===== src/rtl/irq_pkg.sv =====
// Shared definitions for the interrupt controller: phase encoding,
// register addresses and control-register bit positions.
// Assumes a four-phase instruction cycle, one clock per phase.
package irq_pkg;

    typedef enum logic [1:0] {
        PH_Q1 = 2'd0,
        PH_Q2 = 2'd1,
        PH_Q3 = 2'd2,
        PH_Q4 = 2'd3
    } qphase_t;

    localparam logic [1:0] A_CTL   = 2'd0;
    localparam logic [1:0] A_PFLAG = 2'd1;
    localparam logic [1:0] A_PEN   = 2'd2;

    localparam int unsigned B_GIE  = 7;
    localparam int unsigned B_PEIE = 6;
    localparam int unsigned B_TEN  = 5;
    localparam int unsigned B_XEN  = 4;
    localparam int unsigned B_PEN  = 3;
    localparam int unsigned B_TF   = 2;
    localparam int unsigned B_XF   = 1;
    localparam int unsigned B_PF   = 0;

endpackage


===== src/rtl/irq_qphase.sv =====
// Phase generator: splits the clock into instruction cycles of four
// phases, Q1..Q4, one clock each. Assumes a free-running clock.
module irq_qphase
    import irq_pkg::*;
(
    input  logic    clk,
    input  logic    rst_n,
    output qphase_t ph_o,
    output logic    q1_o,
    output logic    q4_o
);

    qphase_t ph_q;

    // Step the phase once per clock, wrapping Q4 back to Q1.
    always_ff @(posedge clk) begin
        if (!rst_n) ph_q <= PH_Q1;
        else        ph_q <= qphase_t'(ph_q + 2'd1);
    end

    assign ph_o = ph_q;
    assign q1_o = (ph_q == PH_Q1);
    assign q4_o = (ph_q == PH_Q4);

endmodule


===== src/rtl/irq_evt_det.sv =====
// Event detector: synchronizes the external pin and the upper port pins,
// finds the selected edge on the pin and a mismatch of the port against
// the value latched at the last port read. Port state is not reset so
// that a reset leaves the port-change condition as it was.
module irq_evt_det #(
    parameter int unsigned PORT_W = 4
) (
    input  logic              clk,
    input  logic              rst_n,
    input  logic              pin_i,
    input  logic              rise_sel_i,
    input  logic [PORT_W-1:0] port_i,
    input  logic              port_rd_i,
    output logic              pin_edge_o,
    output logic              port_chg_o
);

    logic              pin_s1, pin_s2, pin_d;
    logic [PORT_W-1:0] port_s1, port_s2, port_ref;

    // Two-flop synchronizer for the pin, plus a delayed copy for edges.
    always_ff @(posedge clk) begin
        if (!rst_n) begin
            pin_s1 <= 1'b0;
            pin_s2 <= 1'b0;
            pin_d  <= 1'b0;
        end else begin
            pin_s1 <= pin_i;
            pin_s2 <= pin_s1;
            pin_d  <= pin_s2;
        end
    end

    // Port synchronizer and read reference; kept across reset.
    always_ff @(posedge clk) begin
        port_s1 <= port_i;
        port_s2 <= port_s1;
        if (port_rd_i) port_ref <= port_s2;
    end

    assign pin_edge_o = rise_sel_i ? (pin_s2 & ~pin_d) : (~pin_s2 & pin_d);
    // A read in the same cycle overwrites the reference and masks the event.
    assign port_chg_o = (port_s2 != port_ref) && !port_rd_i;

endmodule


===== src/rtl/irq_vec_seq.sv =====
// Vector sequencer: samples the pending state at Q1, drives the wake
// request and, when the global enable allows, counts a fixed latency in
// instruction cycles before a one-cycle vector request. Assumes
// LAT_CYC >= 2.
module irq_vec_seq #(
    parameter int unsigned LAT_CYC = 3
) (
    input  logic clk,
    input  logic rst_n,
    input  logic q1_i,
    input  logic q4_i,
    input  logic pend_i,
    input  logic gie_i,
    output logic take_o,
    output logic vec_req_o,
    output logic wake_o
);

    localparam int unsigned CNT_W = $clog2(LAT_CYC + 1);

    logic             busy_q, vec_q, wake_q;
    logic [CNT_W-1:0] cnt_q;

    assign take_o = q1_i && gie_i && pend_i && !busy_q;

    // Sample wake at Q1 and run the latency count at each Q4.
    always_ff @(posedge clk) begin
        if (!rst_n) begin
            busy_q <= 1'b0;
            vec_q  <= 1'b0;
            wake_q <= 1'b0;
            cnt_q  <= '0;
        end else begin
            if (q1_i) wake_q <= pend_i;
            if (take_o) begin
                busy_q <= 1'b1;
                cnt_q  <= CNT_W'(LAT_CYC - 1);
            end else if (busy_q && q4_i) begin
                if (vec_q) begin
                    vec_q  <= 1'b0;
                    busy_q <= 1'b0;
                end else begin
                    if (cnt_q == CNT_W'(1)) vec_q <= 1'b1;
                    cnt_q <= cnt_q - CNT_W'(1);
                end
            end
        end
    end

    assign vec_req_o = vec_q;
    assign wake_o    = wake_q;

endmodule


===== src/rtl/irq_ctl_core.sv =====
// Interrupt controller top: control/flag register, peripheral flag and
// enable registers, pending logic, register bus, and the phase, event
// and vector submodules. Assumes event pulses are synchronous to clk and
// one clock wide; the pin and the port may be asynchronous.
module irq_ctl_core
    import irq_pkg::*;
#(
    parameter int unsigned PORT_W    = 4,
    parameter int unsigned PERI_W    = 8,
    parameter logic [7:0]  PERI_USED = 8'hF7,
    parameter int unsigned LAT_CYC   = 3,
    parameter int unsigned VEC_W     = 13,
    parameter logic [12:0] VEC_ADDR  = 13'h0004
) (
    input  logic              clk,
    input  logic              rst_n,
    input  logic [1:0]        reg_addr_i,
    input  logic              reg_wr_i,
    input  logic [7:0]        reg_wdata_i,
    output logic [7:0]        reg_rdata_o,
    input  logic              tmr_wrap_i,
    input  logic              ext_pin_i,
    input  logic              ext_rise_sel_i,
    input  logic [PORT_W-1:0] port_hi_i,
    input  logic              port_rd_i,
    input  logic [PERI_W-1:0] per_evt_i,
    input  logic              reti_i,
    output logic [1:0]        q_phase_o,
    output logic              wake_o,
    output logic              vec_req_o,
    output logic [VEC_W-1:0]  vec_addr_o
);

    qphase_t ph;
    logic    q1, q4, pin_edge, port_chg, take, pend_any;
    logic    ctl_wr, pfl_wr, pen_wr;
    logic    gie_q, peie_q, ten_q, xen_q, pen_q, tflag_q, xflag_q, pflag_q;
    logic [PERI_W-1:0] pfl_q, pie_q;

    irq_qphase u_ph (
        .clk(clk), .rst_n(rst_n), .ph_o(ph), .q1_o(q1), .q4_o(q4)
    );

    irq_evt_det #(.PORT_W(PORT_W)) u_det (
        .clk(clk), .rst_n(rst_n), .pin_i(ext_pin_i),
        .rise_sel_i(ext_rise_sel_i), .port_i(port_hi_i),
        .port_rd_i(port_rd_i), .pin_edge_o(pin_edge),
        .port_chg_o(port_chg)
    );

    irq_vec_seq #(.LAT_CYC(LAT_CYC)) u_seq (
        .clk(clk), .rst_n(rst_n), .q1_i(q1), .q4_i(q4),
        .pend_i(pend_any), .gie_i(gie_q), .take_o(take),
        .vec_req_o(vec_req_o), .wake_o(wake_o)
    );

    assign ctl_wr = reg_wr_i && (reg_addr_i == A_CTL);
    assign pfl_wr = reg_wr_i && (reg_addr_i == A_PFLAG);
    assign pen_wr = reg_wr_i && (reg_addr_i == A_PEN);

    // Control register: enables, global enable and the reset-cleared flags.
    always_ff @(posedge clk) begin
        if (!rst_n) begin
            gie_q   <= 1'b0;
            peie_q  <= 1'b0;
            ten_q   <= 1'b0;
            xen_q   <= 1'b0;
            pen_q   <= 1'b0;
            tflag_q <= 1'b0;
            xflag_q <= 1'b0;
        end else begin
            if (take)        gie_q <= 1'b0;
            else if (reti_i) gie_q <= 1'b1;
            else if (ctl_wr) gie_q <= reg_wdata_i[B_GIE];
            if (ctl_wr) begin
                peie_q <= reg_wdata_i[B_PEIE];
                ten_q  <= reg_wdata_i[B_TEN];
                xen_q  <= reg_wdata_i[B_XEN];
                pen_q  <= reg_wdata_i[B_PEN];
            end
            if (tmr_wrap_i)  tflag_q <= 1'b1;
            else if (ctl_wr) tflag_q <= reg_wdata_i[B_TF];
            if (pin_edge)    xflag_q <= 1'b1;
            else if (ctl_wr) xflag_q <= reg_wdata_i[B_XF];
        end
    end

    // Port-change flag: hardware set or software write; kept across reset.
    always_ff @(posedge clk) begin
        if (port_chg)    pflag_q <= 1'b1;
        else if (ctl_wr) pflag_q <= reg_wdata_i[B_PF];
    end

    // One flag/enable pair per peripheral source; unused bits stay zero.
    for (genvar i = 0; i < PERI_W; i++) begin : g_peri
        logic f_q, e_q;
        always_ff @(posedge clk) begin
            if (!rst_n) begin
                f_q <= 1'b0;
                e_q <= 1'b0;
            end else begin
                if (per_evt_i[i])  f_q <= PERI_USED[i];
                else if (pfl_wr)   f_q <= PERI_USED[i] & reg_wdata_i[i];
                if (pen_wr)        e_q <= PERI_USED[i] & reg_wdata_i[i];
            end
        end
        assign pfl_q[i] = f_q;
        assign pie_q[i] = e_q;
    end

    assign pend_any = (ten_q & tflag_q) | (xen_q & xflag_q) | (pen_q & pflag_q)
                    | (peie_q & |(pfl_q & pie_q));

    // Register read mux.
    always_comb begin
        case (reg_addr_i)
            A_CTL:   reg_rdata_o = {gie_q, peie_q, ten_q, xen_q, pen_q,
                                    tflag_q, xflag_q, pflag_q};
            A_PFLAG: reg_rdata_o = pfl_q;
            A_PEN:   reg_rdata_o = pie_q;
            default: reg_rdata_o = 8'h00;
        endcase
    end

    assign q_phase_o  = ph;
    assign vec_addr_o = VEC_W'(VEC_ADDR);

endmodule


===== config.mk =====
export PLATFORM = sky130hd
export DESIGN_NAME = irq_ctl_core
export DESIGN_NICKNAME = d
export VERILOG_FILES = /design/src/rtl/irq_pkg.sv /design/src/rtl/irq_qphase.sv /design/src/rtl/irq_evt_det.sv /design/src/rtl/irq_vec_seq.sv /design/src/rtl/irq_ctl_core.sv
export SDC_FILE = /design/constraint.sdc
export NUM_CORES = 1
export LEC_CHECK = 0
export CAP_MARGIN = 0
export CELL_PAD_IN_SITES_DETAIL_PLACEMENT = 2
export CELL_PAD_IN_SITES_GLOBAL_PLACEMENT = 2
export CORE_MARGIN = 3
export CORE_UTILIZATION = 41
export DETAILED_ROUTE_END_ITERATION = 8
export DONT_BUFFER_PORTS = 1
export PLACE_DENSITY_LB_ADDON = 0.1
export SYNTH_ARGS = -nofsm -noshare
export SYNTH_HDL_FRONTEND = slang
export SYNTH_SLANG_ARGS = --single-unit

===== constraint.sdc =====
create_clock -name clk -period 2.7 [get_ports clk]
set_input_delay 0.27 -clock clk [delete_from_list [all_inputs] [get_ports clk]]
set_output_delay 0.27 -clock clk [all_outputs]
set_load 0.05 [all_outputs]

==> results.txt, run 1 <==
Status - completed
Vias in the first global route - 1,436
Commonest cells post-synth - 40 x dfxtp_1, 20 x nand2_1, 14 x buf_4, 12 x mux2i_1, 10 x o21a_1
CORE AREA - 4500 µm²
First-pass GRT wire length - 7540 µm
Post-DRT Antenna Nets - 0
Starting DRT DRC Count - 69
Reg2Reg Setup Slack - 1.08 ns
Ant diodes - 0
Synth area leader - dfxtp_1
Row cnt - 24
Fmax - 0.608 GHz
Die H - 75.6 µm
CTS H-tree depth - 2
CP delay by family, top - simple AND/OR/NAND/NOR gates
Yosys Warn Count - 0
Peak VDD IR - 0.000263 V
Worst EP required - 2.43 ns
Clock Path Buffers - 2
Final Max Tran Viols - 0
Synth top area cells - dfxtp_1 40%, mux2_4 6.8%, mux2i_1 6.0%
Vias per Instance - 5.40
Asr flop ratio synth - 0
DP HPWL - 3630 µm
CP startpoint kind - flip-flop
Synth top area share - 0.403
Final Cycle Share - 0.609
Initial antenna violation count - 0
Leak pwr - 0.846 nW
Buf/Inv on CP - 0
Worst Tran Pin Value - 0.865 ns
Total GRT Usage - 0.184
Fin nets - 231
Routed Wire Length - 4860 µm
Tightest Hold Check Type - in2reg
Skew final - 0.00496 ns
P&R area growth vs syn - 7.43%
Layout fillers - 481
Crit path max fanout - 3
Origin of the worst setup path - pen_q
WP data arrival - 1.37 ns
CP peak stage delay - 0.72 ns
Largest net degree at the start of global routing - 32
Drt pass-1 iters - 4
I/O Pins - 55
Worst slew margin - 0.421
Most frequent cell after synthesis - dfxtp_1
Sequential area share after synthesis - 0.463
Cts bufs inserted - 5
Vias - 1,356
RR Startpoint - u_ph.ph_o[1]
Distinct cells, synth - 35
Root buf cell - clkbuf_8
CP Cell Sequence - nor3b_2
Hold WS - 0.0772 ns
Setup violations, final - 0
Final GP Congestion - 0.770
Gates resized, CTS repair - 0
Mapped Area - 1990 µm²
Crit path capture - reg_rdata_o[3]
Clk Latency, worst-skew pair - 0.30 ns
Dpl cell area - 2000 µm²
IO buf count - 0
Dpl cells - 239
Critical path's slowest cell - nor3b_2
Number of enable flip-flop cells after synthesis - 4
Setup crit end kind - output port
Critical path depth - 1
RSZ-0062 raised after global routing - no
Drt drc - 0
Cell count after synthesis - 189
Clk slew on worst S/H paths - 0.09 ns
Final cell count without fillers - 251
DIE AREA - 5720 µm²
Depth of the worst register-to-register path - 5
Endpoints failing hold - 0
Reg2Reg Capture Point - u_seq.cnt_q[1]
Tmin final - 1.64 ns
Avg Cell Area, Syn - 10.5 µm²
Design area - 2140 µm²
CP Class - reg2out
WL/cell - 19.4 µm
MaxCap Viol Count - 0
TNS Setup - 0 ns
Initial Util - 0.441
Overflow after GRT - 0
Pwr/cell area - 632 nW/µm²
Ys flop type - dfxtp_1
Clk sinks - 44
Core Util, Final - 0.474
TritonCTS clock tree - yes
Die width - 75.6 µm
Layout cells sized above 1 - 0.161
#FFs+latches synth - 44
## state kept, by name, summed over array words and instances (netlist names), 2 cells and up
signal and cells:
g_peri.e_q 7, g_peri.f_q 7, u_det.port_ref 4, u_det.port_s1 4, u_det.port_s2 4, u_ph.ph_o 2, u_seq.cnt_q 2
## report_power, final
group	switching, mW	total [mW]	internal [mW]
Sequential	0.0413	0.734	0.693
Clock	0.233	0.440	0.207
Combinational	0.108	0.176	0.0680
Total	0.382	1.35	0.968
## layout by cell type (no fill, tap or decap), drive strengths merged
master / instances
nor2: 6
a21oi: 3
nor4: 1
nand2: 20
clkbuf: 6
conb: 13
nor2b: 6
clkinvlp: 2
mux2i: 12
buf: 8
a31o: 1
xor2: 4
nor3b: 2
xnor2: 1
inv: 4
mux2: 9
nand4b: 1
edfxtp: 4
a31oi: 1
nand3: 7
nand3b: 2
a211oi: 1
a21boi: 10
ha: 3
o21ai: 10
dfxtp: 40
dlygate4sd3: 4
a222oi: 2
a22oi: 2
and2: 4
o21a: 10
## kinds of logic after synthesis
family,synth area share
xor+xnor,0.0220
simple gates,0.133
fa+ha+maj,0.0189
other cells,0.00378
mux,0.128
flops,0.463
compound gates,0.142
buf+inv,0.0887
## repair_timing
action / CTS / global route
hold endpoints to repair: 4 / 0
setup buffers: 0 / 0
hold buffers: 4 / 0
## routing by layer
layer  routed length, µm  vias up  part of all wire  GRT usage
li1                    -      644                 -          -
met1                1910      660              0.39      0.208
met2                2520       47              0.52      0.325
met3                 395        5             0.081     0.0699
met4                  38        0            0.0078     0.0466
met5                   0        -                 0          0
## through the flow
| stage | power (mW) | setup slack (ns) |
|---|---|---|
| after floorplan | 0.912 | 0.819 |
| after global placement | 0.910 | 1.16 |
| after detailed placement | 0.921 | 1.10 |
| after CTS | 1.36 | 1.03 |
| after global routing | 1.41 | 0.961 |
| final | 1.35 | 1.06 |
## cell type report
type	count	area, µm²	share of cell area
clock buffer	6	82.6	0.0387
clock inverter	2	15.0	0.00703
inverter	4	15.0	0.00703
multi-input combinational	131	937	0.439
sequential	44	921	0.431
tap	52	65.1	0.0305
timing repair buffer	12	100	0.0469
## how the worst min path moves through the flow
stage | from | end | cells after the start
6_report | port_rd_i | u_det.port_ref[2] | 0
5_1_grt | port_rd_i | u_det.port_ref[2] | 0
4_1_cts | port_rd_i | u_det.port_ref[2] | 0
3_5_place_dp | port_hi_i[2] | u_det.port_s1[2] | 0
3_3_place_gp | port_hi_i[2] | u_det.port_s1[2] | 0
2_1_floorplan | port_hi_i[0] | u_det.port_s1[0] | 0
Note: power is estimated with default switching activity, not from simulation.
==> run 2, diff against run 1 <==
--- a/config.mk
+++ b/config.mk
@@ -9,7 +9,7 @@
 export CELL_PAD_IN_SITES_DETAIL_PLACEMENT = 2
 export CELL_PAD_IN_SITES_GLOBAL_PLACEMENT = 2
 export CORE_MARGIN = 3
-export CORE_UTILIZATION = 41
+export CORE_UTILIZATION = 34
 export DETAILED_ROUTE_END_ITERATION = 8
 export DONT_BUFFER_PORTS = 1
 export PLACE_DENSITY_LB_ADDON = 0.1
==> constraint.sdc (replaced) <==
create_clock -name clk -period 1.4 [get_ports clk]
set_input_delay 0.14 -clock clk [delete_from_list [all_inputs] [get_ports clk]]
set_output_delay 0.14 -clock clk [all_outputs]
set_load 0.05 [all_outputs]
==> run 2 against run 1 <==
Compared with the run above: utilization down 3.6 points; combinational power rose to 2.6 times the previous value; sequential share of layout area is 5.3 points lower; register-to-register slack worse by 1.0 ns; via count rose by 7.4%; highest routed layer unchanged.
==> results.txt, run 2 (synthesized netlist as in run 1, its figures left out) <==
Endpoints failing hold - 0 (unchanged)
Worst EP required - 1.26 ns (-1.17 ns)
CP startpoint kind - flip-flop
Final Cycle Share - 0.945
CP delay by family, top - flip-flops
TNS Setup - 0 ns (unchanged)
CTS H-tree depth - 2 (unchanged)
Pwr/cell area - 1170 nW/µm² (+85%)
Setup violations, final - 0 (unchanged)
Starting DRT DRC Count - 54 (-22%)
CP Class - reg2out
Die width - 82.5 µm (+9.0%)
Most common cell after layout, fill and taps aside - dfxtp_1
Ant diodes - 0 (unchanged)
Vias in the first global route - 1,588 (+11%)
Tightest Hold Check Type - in2reg
RSZ-0062 raised after global routing - no
DIE AREA - 6800 µm² (+19%)
Leak pwr - 0.982 nW (+16%)
IO buf count - 0 (unchanged)
Largest registers - g_peri.e_q x7, g_peri.f_q x7
Layout fillers - 613 (+27%)
Final GP Congestion - 0.743 (-3.6%)
CP peak stage delay - 0.40 ns (-0.32 ns)
Clk sinks - 44 (unchanged)
Layout cells sized above 1 - 0.187 (+0.0259)
Tmin final - 1.32 ns
Grt met2 use - 0.279 (-0.0462)
CP Cell Sequence - mux2i_1 > o21ai_1 > buf_4
TritonCTS clock tree - yes
Root buf cell - clkbuf_8
Total GRT Usage - 0.160 (-0.0233)
Fin nets - 257 (+11%)
WL/cell - 17.1 µm (-12%)
I/O Pins - 55 (unchanged)
Vias per Instance - 4.91 (-9.2%)
Fmax - 0.756 GHz
Drt drc - 0 (unchanged)
Commonest non-fill, non-tap cells in the layout - 38 x dfxtp_1, 22 x dlygate4sd3_1, 20 x nand2_1
Clk Latency, worst-skew pair - 0.30 ns (about the same)
Overflow after GRT - 0 (unchanged)
Cts bufs inserted - 5 (unchanged)
Routed Wire Length - 5070 µm (+4.4%)
Sequential cell area - 923 µm² (+0.27%)
MaxCap Viol Count - 0 (unchanged)
Clock Path Buffers - 2 (unchanged)
Drt pass-1 iters - 4 (unchanged)
WP data arrival - 1.18 ns (-0.19 ns)
P&R area growth vs syn - 22.8%
Final cell count without fillers - 297 (+18%)
Setup crit end kind - output port
Post-CTS Setup Inserts - 0 (unchanged)
Critical path's slowest cell - dfxtp_1
CORE AREA - 5570 µm² (+24%)
Initial antenna violation count - 0 (unchanged)
Multi-input logic area - 945 µm² (+0.80%)
Core Util, Final - 0.438 (-0.0360)
Peak VDD IR - 0.000765 V (+190%)
Post-DRT Antenna Nets - 0 (unchanged)
Status - completed
Largest net degree at the start of global routing - 32 (unchanged)
Vias - 1,457 (+7.4%)
Crit path max fanout - 3 (unchanged)
DP HPWL - 3510 µm (-3.3%)
Grt met1 use - 0.188 (-0.0201)
Die H - 82.5 µm (+9.0%)
First-pass GRT wire length - 8010 µm (+6.2%)
Skew final - 0.00393 ns (-0.00103 ns)
Buf/Inv on CP - 1 (+1)
Dpl cells - 266 (+11%)
Gr busiest metal - met2
Met3 usage - 0.0456 (-0.0244)
Initial Util - 0.357 (-0.0847)
Final Max Tran Viols - 0 (unchanged)
Row cnt - 27 (+13%)
Clk slew on worst S/H paths - 0.09 ns (about the same)
run 2: changes by cell type in the layout (fill, tap and decap cells not counted), sizes merged:
cell         previous run  this run
buf                     8        16
bufinv                  0         1
clkbuf                  6         5
clkinv                  0         2
clkinvlp                2         0
dlygate4sd3             4        22
run 2: report_power, final:
| group | switching (mW) | leakage (nW) | internal [mW] |
|---|---|---|---|
| combinational | 0.266 | 0.553 | 0.184 |
| clock | 0.480 | 0.0583 | 0.538 |
| sequential | 0.0474 | 0.370 | 1.34 |
run 2: routing by layer:
layer | share of wire | up-vias
met1 | 0.41 | 708
li1 | - | 694
met4 | 0.013 | 0
met2 | 0.51 | 48
met3 | 0.068 | 7
met5 | 0 | -
run 2: area by class of cell:
| cell class | instances | share of cell area |
|---|---|---|
| inverter | 4 | 0.00615 |
| sequential | 44 | 0.378 |
| multi-input combinational | 131 | 0.387 |
| timing repair buffer | 38 | 0.144 |
| tap | 72 | 0.0369 |
| clock buffer | 5 | 0.0282 |
| clock inverter | 3 | 0.0195 |
run 2: stage by stage:
| step | instance area, µm² | hold WS [ns] | worst slack (ns) | power [mW] |
|---|---|---|---|---|
| 3_5_place_dp | 2080 | 0.168 | 0.0588 | 1.79 |
| 6_report | 2440 | 0.00716 | 0.0773 | 2.85 |
| 2_1_floorplan | 2040 | 0.168 | 0.131 | 1.76 |
| 5_1_grt | 2440 | 0.0113 | 0.0171 | 2.99 |
| 4_1_cts | 2430 | 0.00453 | 0.00627 | 2.88 |
| 3_3_place_gp | 2080 | 0.168 | 0.0954 | 1.77 |
run 2: path summary, 6_finish.rpt:
path	from	end	slack [ns]	cells after the start
worst max-delay path	g_peri[5].f_q	reg_rdata_o[5]	0.08	3
worst min-delay path	reg_wr_i	g_peri[1].e_q	0.007	2
worst max register to register	g_peri[4].f_q	u_seq.busy_q	0.08	4
worst min register to register	u_det.port_s1[1]	u_det.port_s2[1]	0.33	0
run 2: worst register-to-register path, stage by stage, from the launching register on:
cell      delay, ns
dfxtp_1        0.34
a222oi_1       0.33
a31o_2         0.26
a211oi_4       0.09
o21a_1         0.20
run 2: repair_timing:
item                                    CTS  global route
gates resized for setup                   0             1
hold buffers                             23             0
endpoints found under the setup margin    0             3
endpoints found under the hold margin    40             0
==> run 3, diff against run 2 <==
--- a/config.mk
+++ b/config.mk
@@ -8,11 +8,12 @@
 export CAP_MARGIN = 0
 export CELL_PAD_IN_SITES_DETAIL_PLACEMENT = 2
 export CELL_PAD_IN_SITES_GLOBAL_PLACEMENT = 2
+export CORE_ASPECT_RATIO = 0.9
 export CORE_MARGIN = 3
 export CORE_UTILIZATION = 34
 export DETAILED_ROUTE_END_ITERATION = 8
 export DONT_BUFFER_PORTS = 1
-export PLACE_DENSITY_LB_ADDON = 0.1
+export PLACE_DENSITY = 0.7
 export SYNTH_ARGS = -nofsm -noshare
 export SYNTH_HDL_FRONTEND = slang
 export SYNTH_SLANG_ARGS = --single-unit
==> run 3 against run 2 <==
Compared with the run above: design area rose by 1.5%; clock power barely moved; global-route usage rose by 0.38 points; via count rose by 1.4%; register-to-register slack barely moved; fmax fell by 0.62%; worst hold slack got worse by 0.0028 ns; die area barely moved; first-iteration DRC count fell by 5.6%; combinational power barely moved; count of clock-buffer cells in the layout did not move; sequential cell count did not move; critical path type unchanged.
==> results.txt, run 3 (synthesized netlist as in run 1, its figures left out) <==
RSZ-0062 raised after global routing - no
Tmin final - 1.33 ns (+0.00831 ns)
Initial Util - 0.365 (+0.00861)
WL/cell - 18.1 µm (+5.8%)
Initial antenna violation count - 0 (unchanged)
Int Pwr - 2.06 mW (+0.17%)
Endpoints failing hold - 0 (unchanged)
Crit path max fanout - 3 (unchanged)
Drt drc - 0 (unchanged)
Sw Share - 0.274 (-0.00423)
Hold WS - 0.00432 ns (-0.00284 ns)
First-pass GRT wire length - 8700 µm (+8.6%)
Final Max Tran Viols - 0 (unchanged)
Skew final - 0.00612 ns (+0.00219 ns)
Ant diodes - 0 (unchanged)
Largest registers - g_peri.e_q x7, g_peri.f_q x7
Leak pwr - 1.03 nW (+4.5%)
Status - completed
Layout cells sized above 1 - 0.190 (+0.00381)
Vias - 1,477 (+1.4%)
Worst slew margin - 0.458
I/O Pins - 55 (unchanged)
Drt pass-1 iters - 4 (unchanged)
Clk slew on worst S/H paths - 0.09 ns (about the same)
Commonest non-fill, non-tap cells in the layout - 38 x dfxtp_1, 25 x dlygate4sd3_1, 20 x nand2_1
Total GRT Usage - 0.164 (+0.00376)
IO buf count - 0 (unchanged)
Peak VDD IR - 0.000534 V (-30%)
CP Cell Sequence - mux2i_1 > o21ai_1 > buf_4
Row cnt - 25 (-7.4%)
Fin nets - 263 (+2.3%)
NetSw - 779 µW (-1.9%)
Power share of the clock group - 0.353 (-0.004)
Setup crit end kind - output port
DP HPWL - 3540 µm (+0.87%)
Vias in the first global route - 1,689 (+6.4%)
Worst EP required - 1.26 ns (about the same)
Final cell count without fillers - 298 (+0.34%)
Final GP Congestion - 0.760 (+2.3%)
CORE AREA - 5440 µm² (-2.4%)
Most common cell after layout, fill and taps aside - dfxtp_1
TNS Setup - 0 ns (unchanged)
Clock Path Buffers - 2 (unchanged)
Starting DRT DRC Count - 51 (-5.6%)
Overflow after GRT - 0 (unchanged)
Final Cycle Share - 0.951 (+0.00594)
Setup violations, final - 0 (unchanged)
Tightest Hold Check Type - in2reg
Die width - 86.6 µm (+5.0%)
Die H - 78.5 µm (-4.8%)
Post-DRT Antenna Nets - 0 (unchanged)
CP delay by family, top - flip-flops
MaxCap Viol Count - 0 (unchanged)
Vias per Instance - 4.96 (+1.0%)
CTS H-tree depth - 2 (unchanged)
CP Class - reg2out
Buf/Inv on CP - 1 (unchanged)
CP startpoint kind - flip-flop
Critical path's slowest cell - dfxtp_1
Clk sinks - 44 (unchanged)
DIE AREA - 6800 µm² (about the same)
Clk Latency, worst-skew pair - 0.29 ns (about the same)
Logic pwr share - 0.159 (about the same)
P&R area growth vs syn - 24.7%
WP data arrival - 1.19 ns (about the same)
CP peak stage delay - 0.42 ns (+0.02 ns)
Root buf cell - clkbuf_8
Pwr/cell area - 1150 nW/µm² (-1.9%)
Flop pwr share - 0.488 (+0.003)
Cts bufs inserted - 5 (unchanged)
Routed Wire Length - 5390 µm (+6.2%)
Largest net degree at the start of global routing - 22 (-31%)
Worst Tran Pin Value - 0.814 ns
Fmax - 0.751 GHz (-0.62%)
Dpl cells - 260 (-2.3%)
TritonCTS clock tree - yes
## run 3: cell count changes in the layout (fill, tap and decap cells not counted), sizes merged
cell / before / now
buf: 16 / 18
clkinv: 2 / 0
clkinvlp: 0 / 1
dlygate4sd3: 22 / 25
dlymetal6s4s: 0 / 1
inv: 4 / 5
## run 3: final cells by class
cell class	instances	area (µm²)
Inverter	4	15.0
Timing Repair Buffer	44	398
Multi-Input combinational cell	131	945
Clock inverter	3	46.3
Sequential cell	44	923
Tap cell	67	83.8
Fill cell	570	2960
Clock buffer	5	68.8
## run 3: what timing repair did
action | 4_1_cts | 5_1_grt
hold buffers | 25 | 1
endpoints found under the hold margin | 38 | 1
buffers inserted | 0 | 4
gates resized for setup | 0 | 2
endpoints found under the setup margin | 0 | 7
## run 3: routing by layer
metal / vias up / wire length [µm] / GRT usage
li1: 704 / - / -
met1: 733 / 2320 / 0.199
met2: 38 / 2770 / 0.294
met3: 2 / 280 / 0.0441
met4: 0 / 19 / 0.0234
met5: - / 0 / 0
## run 3: worst paths after layout
check	from	to	slack, ns	cells after the start
setup / recovery	tflag_q	reg_rdata_o[2]	0.07	3
hold / removal	reg_wdata_i[0]	g_peri[0].e_q	0.004	2
setup reg to reg	g_peri[1].f_q	u_seq.busy_q	0.08	4
hold reg to reg	u_det.port_s1[2]	u_det.port_s2[2]	0.34	0
## run 3: worst register-to-register path: cells and delay by family, from the launching register on
family | cells | cell delay [ns]
compound gates | 4 | 0.88
flops | 1 | 0.39
## run 3: stage by stage
stage	util	area, µm²	total power, mW	setup WS, ns
2_1_floorplan	-	2040	1.76	0.131
3_3_place_gp	0.379	2060	1.77	0.0918
3_5_place_dp	0.379	2060	1.79	0.0644
4_1_cts	0.446	2430	2.85	0.0137
5_1_grt	0.456	2480	2.97	0.00837
6_report	0.456	2480	2.84	0.0690
## run 3: power by group through the flow
| stage | logic [mW] | clock network, mW | registers (mW) |
|---|---|---|---|
| 6_report | 0.453 | 1.00 | 1.39 |
| 2_1_floorplan | 0.338 | 0 | 1.43 |
| 5_1_grt | 0.483 | 1.09 | 1.40 |
| 4_1_cts | 0.438 | 1.03 | 1.39 |
| 3_3_place_gp | 0.363 | 0 | 1.41 |
| 3_5_place_dp | 0.374 | 0 | 1.41 |
